<file path="config.mk">
export PLATFORM = sky130hd
export DESIGN_NAME = mov_stream_decoder
export DESIGN_NICKNAME = d
export VERILOG_FILES = /design/src/rtl/movdec_pkg.sv /design/src/rtl/movdec_rm_decode.sv /design/src/rtl/movdec_ea_adder.sv /design/src/rtl/movdec_parser.sv /design/src/rtl/mov_stream_decoder.sv
export SDC_FILE = /design/constraint.sdc
export NUM_CORES = 1
export LEC_CHECK = 0
export ABC_AREA = 1
export CAP_MARGIN = 20
export CORE_MARGIN = 1.5
export CORE_UTILIZATION = 43
export DETAILED_ROUTE_END_ITERATION = 10
export PLACE_DENSITY = 0.78
export SYNTH_ARGS = -nofsm -noshare
export SYNTH_HDL_FRONTEND = slang
export SYNTH_SLANG_ARGS = --single-unit
export TNS_END_PERCENT = 5
</file>
<file path="constraint.sdc">
create_clock -name clk -period 4.4 [get_ports clk]
set_input_delay 1.1 -clock clk [delete_from_list [all_inputs] [get_ports clk]]
set_output_delay 1.1 -clock clk [all_outputs]
set_load 0.02 [all_outputs]
</file>
<file path="src/rtl/movdec_pkg.sv">
package movdec_pkg;

    localparam int unsigned BYTE_W = 8;
    localparam int unsigned WORD_W = 2 * BYTE_W;
    localparam int unsigned LEN_W  = 4;
    localparam int unsigned SEL_W  = 2;

    localparam logic [SEL_W-1:0] SEL_NONE = 2'd0;
    localparam logic [SEL_W-1:0] BASE_BX  = 2'd1;
    localparam logic [SEL_W-1:0] BASE_BP  = 2'd2;
    localparam logic [SEL_W-1:0] IDX_SI   = 2'd1;
    localparam logic [SEL_W-1:0] IDX_DI   = 2'd2;

    typedef enum logic [2:0] {
        ST_OPC,
        ST_MODRM,
        ST_DLO,
        ST_DHI,
        ST_ILO,
        ST_IHI,
        ST_EMIT
    } pstate_e;

    typedef struct packed {
        logic              dir;
        logic              wide;
        logic              imm_form;
        logic [1:0]        mode;
        logic [2:0]        regf;
        logic [2:0]        rm;
        logic [WORD_W-1:0] disp;
        logic [WORD_W-1:0] imm;
        logic [LEN_W-1:0]  len;
    } rec_t;

    function automatic logic [1:0] disp_bytes(input logic [1:0] mode, input logic [2:0] rm);
        logic [1:0] n;
        case (mode)
            2'b00:   n = (rm == 3'b110) ? 2'd2 : 2'd0;
            2'b01:   n = 2'd1;
            2'b10:   n = 2'd2;
            default: n = 2'd0;
        endcase
        return n;
    endfunction

endpackage

</file>
<file path="src/rtl/movdec_rm_decode.sv">
module movdec_rm_decode
    import movdec_pkg::*;
(
    input  logic [1:0]       mode,
    input  logic [2:0]       rm,
    output logic             is_mem,
    output logic [SEL_W-1:0] base_sel,
    output logic [SEL_W-1:0] idx_sel,
    output logic             seg_ss
);

    always_comb begin
        is_mem   = (mode != 2'b11);
        base_sel = SEL_NONE;
        idx_sel  = SEL_NONE;
        if (is_mem) begin
            case (rm)
                3'b000: begin base_sel = BASE_BX; idx_sel = IDX_SI; end
                3'b001: begin base_sel = BASE_BX; idx_sel = IDX_DI; end
                3'b010: begin base_sel = BASE_BP; idx_sel = IDX_SI; end
                3'b011: begin base_sel = BASE_BP; idx_sel = IDX_DI; end
                3'b100: idx_sel = IDX_SI;
                3'b101: idx_sel = IDX_DI;
                3'b110: base_sel = (mode == 2'b00) ? SEL_NONE : BASE_BP;
                default: base_sel = BASE_BX;
            endcase
        end
        seg_ss = (base_sel == BASE_BP);
    end

endmodule

</file>
<file path="src/rtl/movdec_ea_adder.sv">
module movdec_ea_adder
    import movdec_pkg::*;
(
    input  logic [SEL_W-1:0]  base_sel,
    input  logic [SEL_W-1:0]  idx_sel,
    input  logic [WORD_W-1:0] reg_bx,
    input  logic [WORD_W-1:0] reg_bp,
    input  logic [WORD_W-1:0] reg_si,
    input  logic [WORD_W-1:0] reg_di,
    input  logic [WORD_W-1:0] disp,
    output logic [WORD_W-1:0] ea
);

    logic [WORD_W-1:0] base_val;
    logic [WORD_W-1:0] idx_val;

    always_comb begin
        case (base_sel)
            BASE_BX: base_val = reg_bx;
            BASE_BP: base_val = reg_bp;
            default: base_val = '0;
        endcase
        case (idx_sel)
            IDX_SI:  idx_val = reg_si;
            IDX_DI:  idx_val = reg_di;
            default: idx_val = '0;
        endcase
        ea = base_val + idx_val + disp;
    end

endmodule

</file>
<file path="src/rtl/movdec_parser.sv">
module movdec_parser
    import movdec_pkg::*;
(
    input  logic              clk,
    input  logic              rst,
    input  logic              in_valid,
    input  logic [BYTE_W-1:0] in_byte,
    output logic              in_ready,
    output logic              out_valid,
    input  logic              out_ready,
    output rec_t              rec,
    output logic              bad_op
);

    typedef struct packed {
        pstate_e st;
        rec_t    rec;
        logic    bad;
    } pstate_t;

    pstate_t s_d, s_q;
    logic       take;
    logic [1:0] n_disp;
    logic [1:0] n_new_disp;

    always_comb begin
        s_d        = s_q;
        s_d.bad    = 1'b0;
        take       = in_valid && (s_q.st != ST_EMIT);
        n_disp     = disp_bytes(s_q.rec.mode, s_q.rec.rm);
        n_new_disp = disp_bytes(in_byte[7:6], in_byte[2:0]);
        case (s_q.st)
            ST_OPC: begin
                if (take) begin
                    if (in_byte[7:2] == 6'b100010) begin
                        s_d.rec      = '0;
                        s_d.rec.dir  = in_byte[1];
                        s_d.rec.wide = in_byte[0];
                        s_d.rec.len  = LEN_W'(1);
                        s_d.st       = ST_MODRM;
                    end else if (in_byte[7:1] == 7'b1100011) begin
                        s_d.rec          = '0;
                        s_d.rec.imm_form = 1'b1;
                        s_d.rec.wide     = in_byte[0];
                        s_d.rec.len      = LEN_W'(1);
                        s_d.st           = ST_MODRM;
                    end else begin
                        s_d.bad = 1'b1;
                    end
                end
            end
            ST_MODRM: begin
                if (take) begin
                    s_d.rec.mode = in_byte[7:6];
                    s_d.rec.regf = in_byte[5:3];
                    s_d.rec.rm   = in_byte[2:0];
                    s_d.rec.len  = s_q.rec.len + LEN_W'(1);
                    if (s_q.rec.imm_form && (in_byte[5:3] != 3'b000)) begin
                        s_d.bad = 1'b1;
                        s_d.st  = ST_OPC;
                    end else if (n_new_disp != 2'd0) begin
                        s_d.st = ST_DLO;
                    end else if (s_q.rec.imm_form) begin
                        s_d.st = ST_ILO;
                    end else begin
                        s_d.st = ST_EMIT;
                    end
                end
            end
            ST_DLO: begin
                if (take) begin
                    s_d.rec.len = s_q.rec.len + LEN_W'(1);
                    if (s_q.rec.mode == 2'b01) begin
                        s_d.rec.disp = {{BYTE_W{in_byte[BYTE_W-1]}}, in_byte};
                    end else begin
                        s_d.rec.disp = {{BYTE_W{1'b0}}, in_byte};
                    end
                    if (n_disp == 2'd2) begin
                        s_d.st = ST_DHI;
                    end else if (s_q.rec.imm_form) begin
                        s_d.st = ST_ILO;
                    end else begin
                        s_d.st = ST_EMIT;
                    end
                end
            end
            ST_DHI: begin
                if (take) begin
                    s_d.rec.len                    = s_q.rec.len + LEN_W'(1);
                    s_d.rec.disp[WORD_W-1:BYTE_W]  = in_byte;
                    s_d.st = s_q.rec.imm_form ? ST_ILO : ST_EMIT;
                end
            end
            ST_ILO: begin
                if (take) begin
                    s_d.rec.len = s_q.rec.len + LEN_W'(1);
                    s_d.rec.imm = {{BYTE_W{1'b0}}, in_byte};
                    s_d.st      = s_q.rec.wide ? ST_IHI : ST_EMIT;
                end
            end
            ST_IHI: begin
                if (take) begin
                    s_d.rec.len                   = s_q.rec.len + LEN_W'(1);
                    s_d.rec.imm[WORD_W-1:BYTE_W]  = in_byte;
                    s_d.st                        = ST_EMIT;
                end
            end
            ST_EMIT: begin
                if (out_ready) begin
                    s_d.st = ST_OPC;
                end
            end
            default: s_d.st = ST_OPC;
        endcase
    end

    always_ff @(posedge clk) begin
        if (rst) begin
            s_q.st  <= ST_OPC;
            s_q.rec <= '0;
            s_q.bad <= 1'b0;
        end else begin
            s_q <= s_d;
        end
    end

    assign in_ready  = (s_q.st != ST_EMIT);
    assign out_valid = (s_q.st == ST_EMIT);
    assign rec       = s_q.rec;
    assign bad_op    = s_q.bad;

    AST_HOLD_STABLE: assert property (@(posedge clk) disable iff (rst)
        (out_valid && !out_ready) |=> (out_valid && $stable(rec)));
    AST_NO_INTAKE_WHILE_FULL: assert property (@(posedge clk) disable iff (rst)
        (out_valid && in_valid) |=> $stable(rec.len) || !out_valid);
    AST_LEN_BOUNDS: assert property (@(posedge clk) disable iff (rst)
        out_valid |-> (rec.len >= LEN_W'(2) && rec.len <= LEN_W'(6)));
    AST_BADOP_IDLE: assert property (@(posedge clk) disable iff (rst)
        bad_op |-> !out_valid);
    AST_BYTE_IMM_NARROW: assert property (@(posedge clk) disable iff (rst)
        (out_valid && !rec.wide) |-> (rec.imm[WORD_W-1:BYTE_W] == '0));

endmodule

</file>
<file path="src/rtl/mov_stream_decoder.sv">
module mov_stream_decoder
    import movdec_pkg::*;
(
    input  logic        clk,
    input  logic        rst,
    input  logic        in_valid,
    input  logic [7:0]  in_byte,
    output logic        in_ready,
    input  logic [15:0] reg_bx,
    input  logic [15:0] reg_bp,
    input  logic [15:0] reg_si,
    input  logic [15:0] reg_di,
    output logic        out_valid,
    input  logic        out_ready,
    output logic        out_illegal,
    output logic        out_dir,
    output logic        out_wide,
    output logic        out_imm_form,
    output logic [2:0]  out_reg,
    output logic        out_is_mem,
    output logic [1:0]  out_base_sel,
    output logic [1:0]  out_idx_sel,
    output logic        out_seg_ss,
    output logic [15:0] out_disp,
    output logic [15:0] out_imm,
    output logic [3:0]  out_len,
    output logic [15:0] out_ea
);

    rec_t rec_q;

    movdec_parser u_parser (
        .clk       (clk),
        .rst       (rst),
        .in_valid  (in_valid),
        .in_byte   (in_byte),
        .in_ready  (in_ready),
        .out_valid (out_valid),
        .out_ready (out_ready),
        .rec       (rec_q),
        .bad_op    (out_illegal)
    );

    movdec_rm_decode u_rm (
        .mode     (rec_q.mode),
        .rm       (rec_q.rm),
        .is_mem   (out_is_mem),
        .base_sel (out_base_sel),
        .idx_sel  (out_idx_sel),
        .seg_ss   (out_seg_ss)
    );

    movdec_ea_adder u_ea (
        .base_sel (out_base_sel),
        .idx_sel  (out_idx_sel),
        .reg_bx   (reg_bx),
        .reg_bp   (reg_bp),
        .reg_si   (reg_si),
        .reg_di   (reg_di),
        .disp     (rec_q.disp),
        .ea       (out_ea)
    );

    assign out_dir      = rec_q.dir;
    assign out_wide     = rec_q.wide;
    assign out_imm_form = rec_q.imm_form;
    assign out_reg      = rec_q.regf;
    assign out_disp     = rec_q.disp;
    assign out_imm      = rec_q.imm;
    assign out_len      = rec_q.len;

    AST_DIRECT_BARE: assert property (@(posedge clk) disable iff (rst)
        (out_valid && rec_q.mode == 2'b00 && rec_q.rm == 3'b110)
            |-> (out_base_sel == SEL_NONE && out_idx_sel == SEL_NONE && !out_seg_ss));
    AST_SS_MEANS_BP: assert property (@(posedge clk) disable iff (rst)
        (out_valid && out_seg_ss) |-> (out_base_sel == BASE_BP));
    AST_REGMODE_NO_DISP: assert property (@(posedge clk) disable iff (rst)
        (out_valid && !out_is_mem) |-> (out_disp == '0 && out_ea == '0));
    AST_IMM_FORM_REG0: assert property (@(posedge clk) disable iff (rst)
        (out_valid && out_imm_form) |-> (out_reg == 3'b000 && !out_dir));

endmodule

</file>
==> results of run 1 <==
-- per-stage QoR --
stage / cells / utilization
2_1_floorplan: 667 / -
3_3_place_gp: 933 / 0.616
3_5_place_dp: 933 / 0.616
4_1_cts: 954 / 0.662
5_1_grt: 956 / 0.667
6_report: 956 / 0.667
-- cell usage in the layout, fill, tap and decap left out, drive strengths merged, types with 2 or more instances in the layout --
master / count
xnor2: 5
buf: 76
xor2: 9
nor3: 6
nand3: 38
a22o: 16
dlygate4sd2: 13
a21oi: 76
dfxtp: 51
nand2: 188
a31oi: 2
clkdlybuf4s50: 115
nand4: 4
nor2: 72
ha: 22
fa: 16
inv: 69
clkbuf: 7
clkinv: 3
o211ai: 4
o21bai: 4
o21ai: 21
-- cell type report --
| class | instances | area [um^2] |
|---|---|---|
| Sequential cell | 51 | 1030 |
| Tap cell | 133 | 166 |
| Clock buffer | 5 | 68.8 |
| Multi-Input combinational cell | 487 | 3160 |
| Inverter | 70 | 269 |
| Clock inverter | 3 | 27.5 |
| Timing Repair Buffer | 207 | 1890 |
| Fill cell | 832 | 3300 |
-- sequential cells by signal, summed over array words and instances, names as in the netlist --
signal           cells
u_parser.bad_op      1
u_parser.rec        47
u_parser.s_q         3
-- repair_timing --
action | in CTS | in global routing
setup endpoints to repair | 14 | 14
gates resized for setup | 139 | 18
setup buffers | 13 | 2
pin swaps | 57 | 7
-- report_power, final --
part	switching, W	internal [W]	leakage (nW)
combinational	0.000426	0.000406	2.41
clock	0.000178	0.000118	0.0467
sequential	0.00000397	0.000465	0.414
-- layer usage --
layer  track usage  share of wire  vias to the layer above
met5             0              0                        -
li1              -              -                     2416
met3        0.0462          0.058                       29
met1         0.314           0.42                     2315
met4        0.0871          0.029                        0
met2         0.470           0.50                      172
-- worst max-delay path, cell delays in order --
cell	delay, ns
clkdlybuf4s50_1	0.47
nand2_1	0.07
a21oi_2	0.18
fa_1	0.48
ha_4	0.33
nand2_1	0.10
o21ai_0	0.26
a21oi_2	0.08
nand2_1	0.10
xor2_1	0.19
buf_4	0.18
-- final timing paths --
kind / endpoint / slack [ns] / startpoint
worst max-delay path: out_ea[11] / -0.23 / reg_di[5]
worst min-delay path: u_parser.rec[7]$_SDFFE_PP0P_ / 0.48 / u_parser.rec[7]$_SDFFE_PP0P_
worst max register to register: u_parser.rec[1]$_SDFFE_PP0P_ / 2.33 / u_parser.s_q[49]$_SDFFE_PP0P_
worst min register to register: u_parser.rec[7]$_SDFFE_PP0P_ / 0.48 / u_parser.rec[7]$_SDFFE_PP0P_
-- cell families (layout without fill, tap and decap cells) --
kind of cell | count (synthesis) | count (layout) | share of synthesized area
DFF | 51 | 51 | 0.230
buffers and inverters | 129 | 285 | 0.149
adders and majority gates | 38 | 38 | 0.134
xor gates and xnor gates | 14 | 14 | 0.0276
AOI/OAI and AO/OA | 126 | 126 | 0.166
and+or+nand+nor | 309 | 309 | 0.293
==> metrics, run 1 <==
status complete, but fails checks; failing checks setup timing; total global-route track usage 0.262; YS warnings 0; Die Y 105 um; number of nets in the final layout ~940; CTS Sinks 51; Synth async-reset ratio 0; antenna-violating nets left 0; global-route wire length before repair 23.4 mm; Gate Count Post-Synth 667; via count about 4900; Placer Congestion 0.898; Rows 36; synthesized flop and latch total 51; Slew HR 0.519; Ant. Diodes 0; Hold Violations, Final 0; post-synthesis sequential area ratio 0.230; hold path depth 2; drt initial violations 261; Slew Limit Fails 0; crit path launch type input pin; top cell type's share of synthesized area 0.230; IO Count 143; Port Buffers around 140; post-place instance area 6100 um^2; maximum buffer depth of the clock tree 2; number of global-route vias before repair between 4000 and 5000; Overall Power around 0.0016 W; pin count of the biggest net entering global routing 42; CTS buffer count 5; cell with the most instances after synthesis nand2_1; Die ar. 10900 um^2; H-Tree Depth 2; reg2reg path depth 7; crit path DAT 3.53 ns; DRC errors left 0; Detail Placement HPWL between 10 and 15 mm; Most used DFF post-synth dfxtp_1; largest area contributor in the netlist dfxtp_1; Pleak 2.87 nW; Clk pin slew, worst setup/hold paths 0.11 ns; routed len/inst 15.3 um; Final Instance Area 6610 um^2; HP Class reg -> reg; Syn Nets a little under 800; antenna violations before repair 0; minimum clock period around 4.6 ns; Req. time, crit path 3.30 ns; number of enable flip-flop cells after synthesis 0; top cells by count, synth 183 x nand2_1, 76 x a21oi_1, 66 x nor2_1; worst-margin pin slew 0.720 ns; Core Region ~9900 um^2; peak fanout along the critical path 4; Pre-antenna DRT Iters 5; Final setup viols 12; final period utilization 1.05; RSZ-0062 raised after global routing true; cts hold-fix bufs 0; TritonCTS clock tree built; CP Class in -> out; synth unique cells 37; Worst VDD drop around 0.00014 V; worst hold margin between 0.4 and 0.5 ns; die span in x 105 um; MaxCap Viol Count 0; synth top area cells dfxtp_1 23%, nand2_1 15%, a21oi_1 8.6%, fa_1 7.2%, buf_4 6.6%; Setup WS post-layout -0.232 ns; Initial Utilization 0.448; Placement Setup Slack -0.889 ns; Clock Latency Late Sink 0.32 ns; synthesized area 4440 um^2; mean post-synth cell area roughly 6.7 um^2; setup TNS -1.83 ns; GRT overflow 0; Worst Skew 0.00990 ns; Routed Wire Length 14.6 mm; layout cell share with drive strength beyond 1 0.230; vias per inst 5.16; Layout area overhead 48.9%; Fmax achieved roughly 0.22 GHz; Worst Setup End Kind output port; pwr dens 242 nW/um^2; clock root cell clkbuf_8
No activity file was read; power rests on OpenSTA's default activity.
==> run 2, diff against run 1 <==
Settings changed: CORE_UTILIZATION 43 to 44, PLACE_DENSITY 0.78 to 0.84, SYNTH_HIERARCHICAL from default to 1.
==> metrics, run 2 <==
crit path launch type input pin; Core Region 10300 um^2 (+3.7%); drt initial violations 369 (+41%); Gate Count Post-Synth 710 (+6.4%); CTS buffer count 5 (unchanged); Slew Limit Fails 0 (unchanged); Worst Setup End Kind output port; pwr dens 239 nW/um^2 (-0.88%); HP Class reg -> reg; Die ar. 11200 um^2 (+2.0%); multiplexer share of the synthesized area 0 (unchanged); Largest register FFs 47 (unchanged); Die Y 106 um (+0.98%); final core utilization 0.681 (+0.0136); top cell type's share of synthesized area 0.220 (-0.00969); Syn Nets 825 (+5.6%); Detail Placement HPWL 10.9 mm (-1.0%); Hold Violations, Final 0 (unchanged); Overall Power 0.00168 W (+4.9%); MaxCap Viol Count 0 (unchanged); failing checks setup timing; worst hold margin 0.467 ns (-0.0107 ns); largest family of logic cells by synthesized area simple AND/OR/NAND/NOR gates; mean post-synth cell area 6.53 um^2 (-1.9%); synth top area cells dfxtp_1 22%, nand2_1 18%, a21oi_1 10%, buf_4 7.8%, fa_1 6.9%; TritonCTS clock tree built; Setup WS post-layout -0.318 ns (-0.0857 ns); Post-Synth Simple-Gate Area 0.327 (+0.0338); clock root cell clkbuf_8; Slew HR 0.552 (+0.0325); Most flops, register u_parser/rec; CP Class in -> out; delay-heaviest family, CP adder cells; post-synthesis sequential area ratio 0.220 (-0.00969); Synth async-reset ratio 0 (unchanged); Clk pin slew, worst setup/hold paths 0.09 ns (-0.02 ns); Req. time, crit path 3.30 ns (about the same); DRC errors left 0 (unchanged); layout cell share with drive strength beyond 1 0.268 (+0.0384); commonest non-fill, non-tap cell in the layout nand2_1; routed len/inst 16.7 um (+9.1%); Port Buffers 142 (unchanged); die span in x 106 um (+0.98%); worst-margin pin slew 0.671 ns (-0.0487 ns); Rows 37 (+2.8%); Final setup viols 11 (-1); YS warnings 6 (+6); vias per inst 5.33 (+3.3%); status complete, but fails checks; global-route wire length before repair 23.1 mm (-1.3%); Clock Latency Late Sink 0.30 ns (-0.02 ns); Placer Congestion 0.943 (+5.0%); antenna violations before repair 0 (unchanged); IO Count 143 (unchanged); Worst Skew 0.00595 ns (-0.00395 ns); peak fanout along the critical path 5 (+1); top cells by count, synth 220 x nand2_1, 93 x a21oi_1, 61 x inv_1; CP peak stage delay 0.59 ns (+0.11 ns); crit path DAT 3.62 ns (+0.09 ns); Register Area 1030 um^2 (+0.36%); Fmax achieved 0.212 GHz (-1.8%); cell with the most instances after synthesis nand2_1; number of enable flip-flop cells after synthesis 0 (unchanged); Routed Wire Length 16.4 mm (+12%); antenna-violating nets left 0 (unchanged); Pre-antenna DRT Iters 8 (+3); via count 5241 (+6.3%); xor/xnor share of the synthesized area 0.0208 (-0.00683); Ant. Diodes 0 (unchanged); Pleak 3.06 nW (+6.5%); RSZ-0062 raised after global routing true; number of nets in the final layout 961 (+2.7%); CP max stage cell clkdlybuf4s50_1; number of global-route vias before repair 4867 (-2.4%); CP Cell Sequence clkdlybuf4s50_1, nand2_1, a21oi_2, fa_1, ha_4, a21oi_2, nand2_1, nand3b_1, xor2_2, buf_6; Most used DFF post-synth dfxtp_1; compound-cell area share of the yosys netlist 0.137 (-0.0289); post-place instance area 6200 um^2 (+1.6%); CTS Sinks 51 (unchanged); synth unique cells 35 (-5.4%); synthesized flop and latch total 51 (unchanged); maximum buffer depth of the clock tree 2 (unchanged); Layout fillers 797 (-4.2%); Initial Utilization 0.451 (+0.00296); largest area contributor in the netlist dfxtp_1; minimum clock period 4.72 ns (+0.0857 ns); Layout area overhead 51.0%; synthesized area 4630 um^2 (+4.4%); WP buf/inv 2 (unchanged); area of the multi-input gates 3440 um^2 (+8.8%); GRT overflow 0 (unchanged); Worst VDD drop 0.000187 V (+32%); pin count of the biggest net entering global routing 30 (-29%); H-Tree Depth 2 (unchanged); final period utilization 1.07 (+0.0195); Final Instance Area 7000 um^2 (+5.8%); most frequent cells in the layout 188 x nand2_1, 126 x clkdlybuf4s50_1, 66 x a21oi_1; adder-cell share of the synthesized area 0.131 (-0.00295); total global-route track usage 0.255 (-0.00686)
run 2: cell types whose count changed after synthesis, sizes merged, moves of 3 or more:
cell    delta
o21bai     -4
nor2      -32
nor3       +8
nand4      -3
nand2     +43
a21oi     +18
nand3     +17
inv        +4
clkinv     -3
o211ai     -4
a22o      -12
buf       +12
run 2: per-layer routing:
metal  share of wire  routed length [um]  global-route usage  up-vias
li1                -                   -                   -     2501
met1            0.40                6510               0.303     2425
met2            0.49                8000               0.462      267
met3           0.084                1370              0.0501       48
met4           0.032                 525              0.0763        0
met5               0                   0                   0        -
run 2: path summary, 6_finish.rpt:
kind	start	end	slack [ns]	cells past startpoint
worst min-delay path	u_parser/rec[7]$_SDFFE_PP0P_	u_parser/rec[7]$_SDFFE_PP0P_	0.47	2
worst max-delay path	reg_si[10]	out_ea[11]	-0.32	10
worst max register to register	u_parser/s_q[50]$_SDFFE_PP0P_	u_parser/rec[0]$_SDFFE_PP0P_	2.41	9
worst min register to register	u_parser/rec[7]$_SDFFE_PP0P_	u_parser/rec[7]$_SDFFE_PP0P_	0.47	2
run 2: logic make-up (layout without fill, tap and decap cells):
group / count (synthesis) / count (layout)
simple gates: 346 / 346
fa+ha+maj: 39 / 39
xor+xnor: 11 / 11
compound gates: 121 / 121
buf+inv: 142 / 279
flops: 51 / 51
run 2: stage by stage:
step	setup WS (ns)	instances	setup TNS (ns)
final	-0.318	983	-2.12
after floorplan	-0.0363	710	-0.0397
after global placement	-0.649	959	-7.87
after detailed placement	-0.690	959	-8.18
after CTS	-0.129	976	-0.811
after global routing	-0.388	983	-3.12
run 2: area by class of cell:
type,count,share of cell area
timing repair buffer,200,0.281
tap,136,0.0243
clock inverter,2,0.00501
multi-input combinational,517,0.491
clock buffer,6,0.0118
sequential,51,0.148
inverter,71,0.0388
run 2: power by group:
| group | leakage, nW | internal, W | total [W] | switching (W) |
|---|---|---|---|---|
| Sequential | 0.414 | 0.000464 | 0.000468 | 0.00000379 |
| Clock | 0.0612 | 0.000184 | 0.000335 | 0.000151 |
| Combinational | 2.58 | 0.000408 | 0.000872 | 0.000464 |
run 2: tightest hold or removal path: cells and delay by family, from the launching register on:
family / cells / cell delay, ns
flip-flops: 1 / 0.32
AND/OR/NAND/NOR: 1 / 0.06
AO/OA/AOI/OAI: 1 / 0.05
run 2: repair_timing:
action / 4_1_cts / 5_1_grt
gates cloned: 0 / 2
setup buffers: 9 / 5
pin swaps: 29 / 64
gates resized for setup: 120 / 83
hold buffers: 0 / 0
setup endpoints to repair: 15 / 14
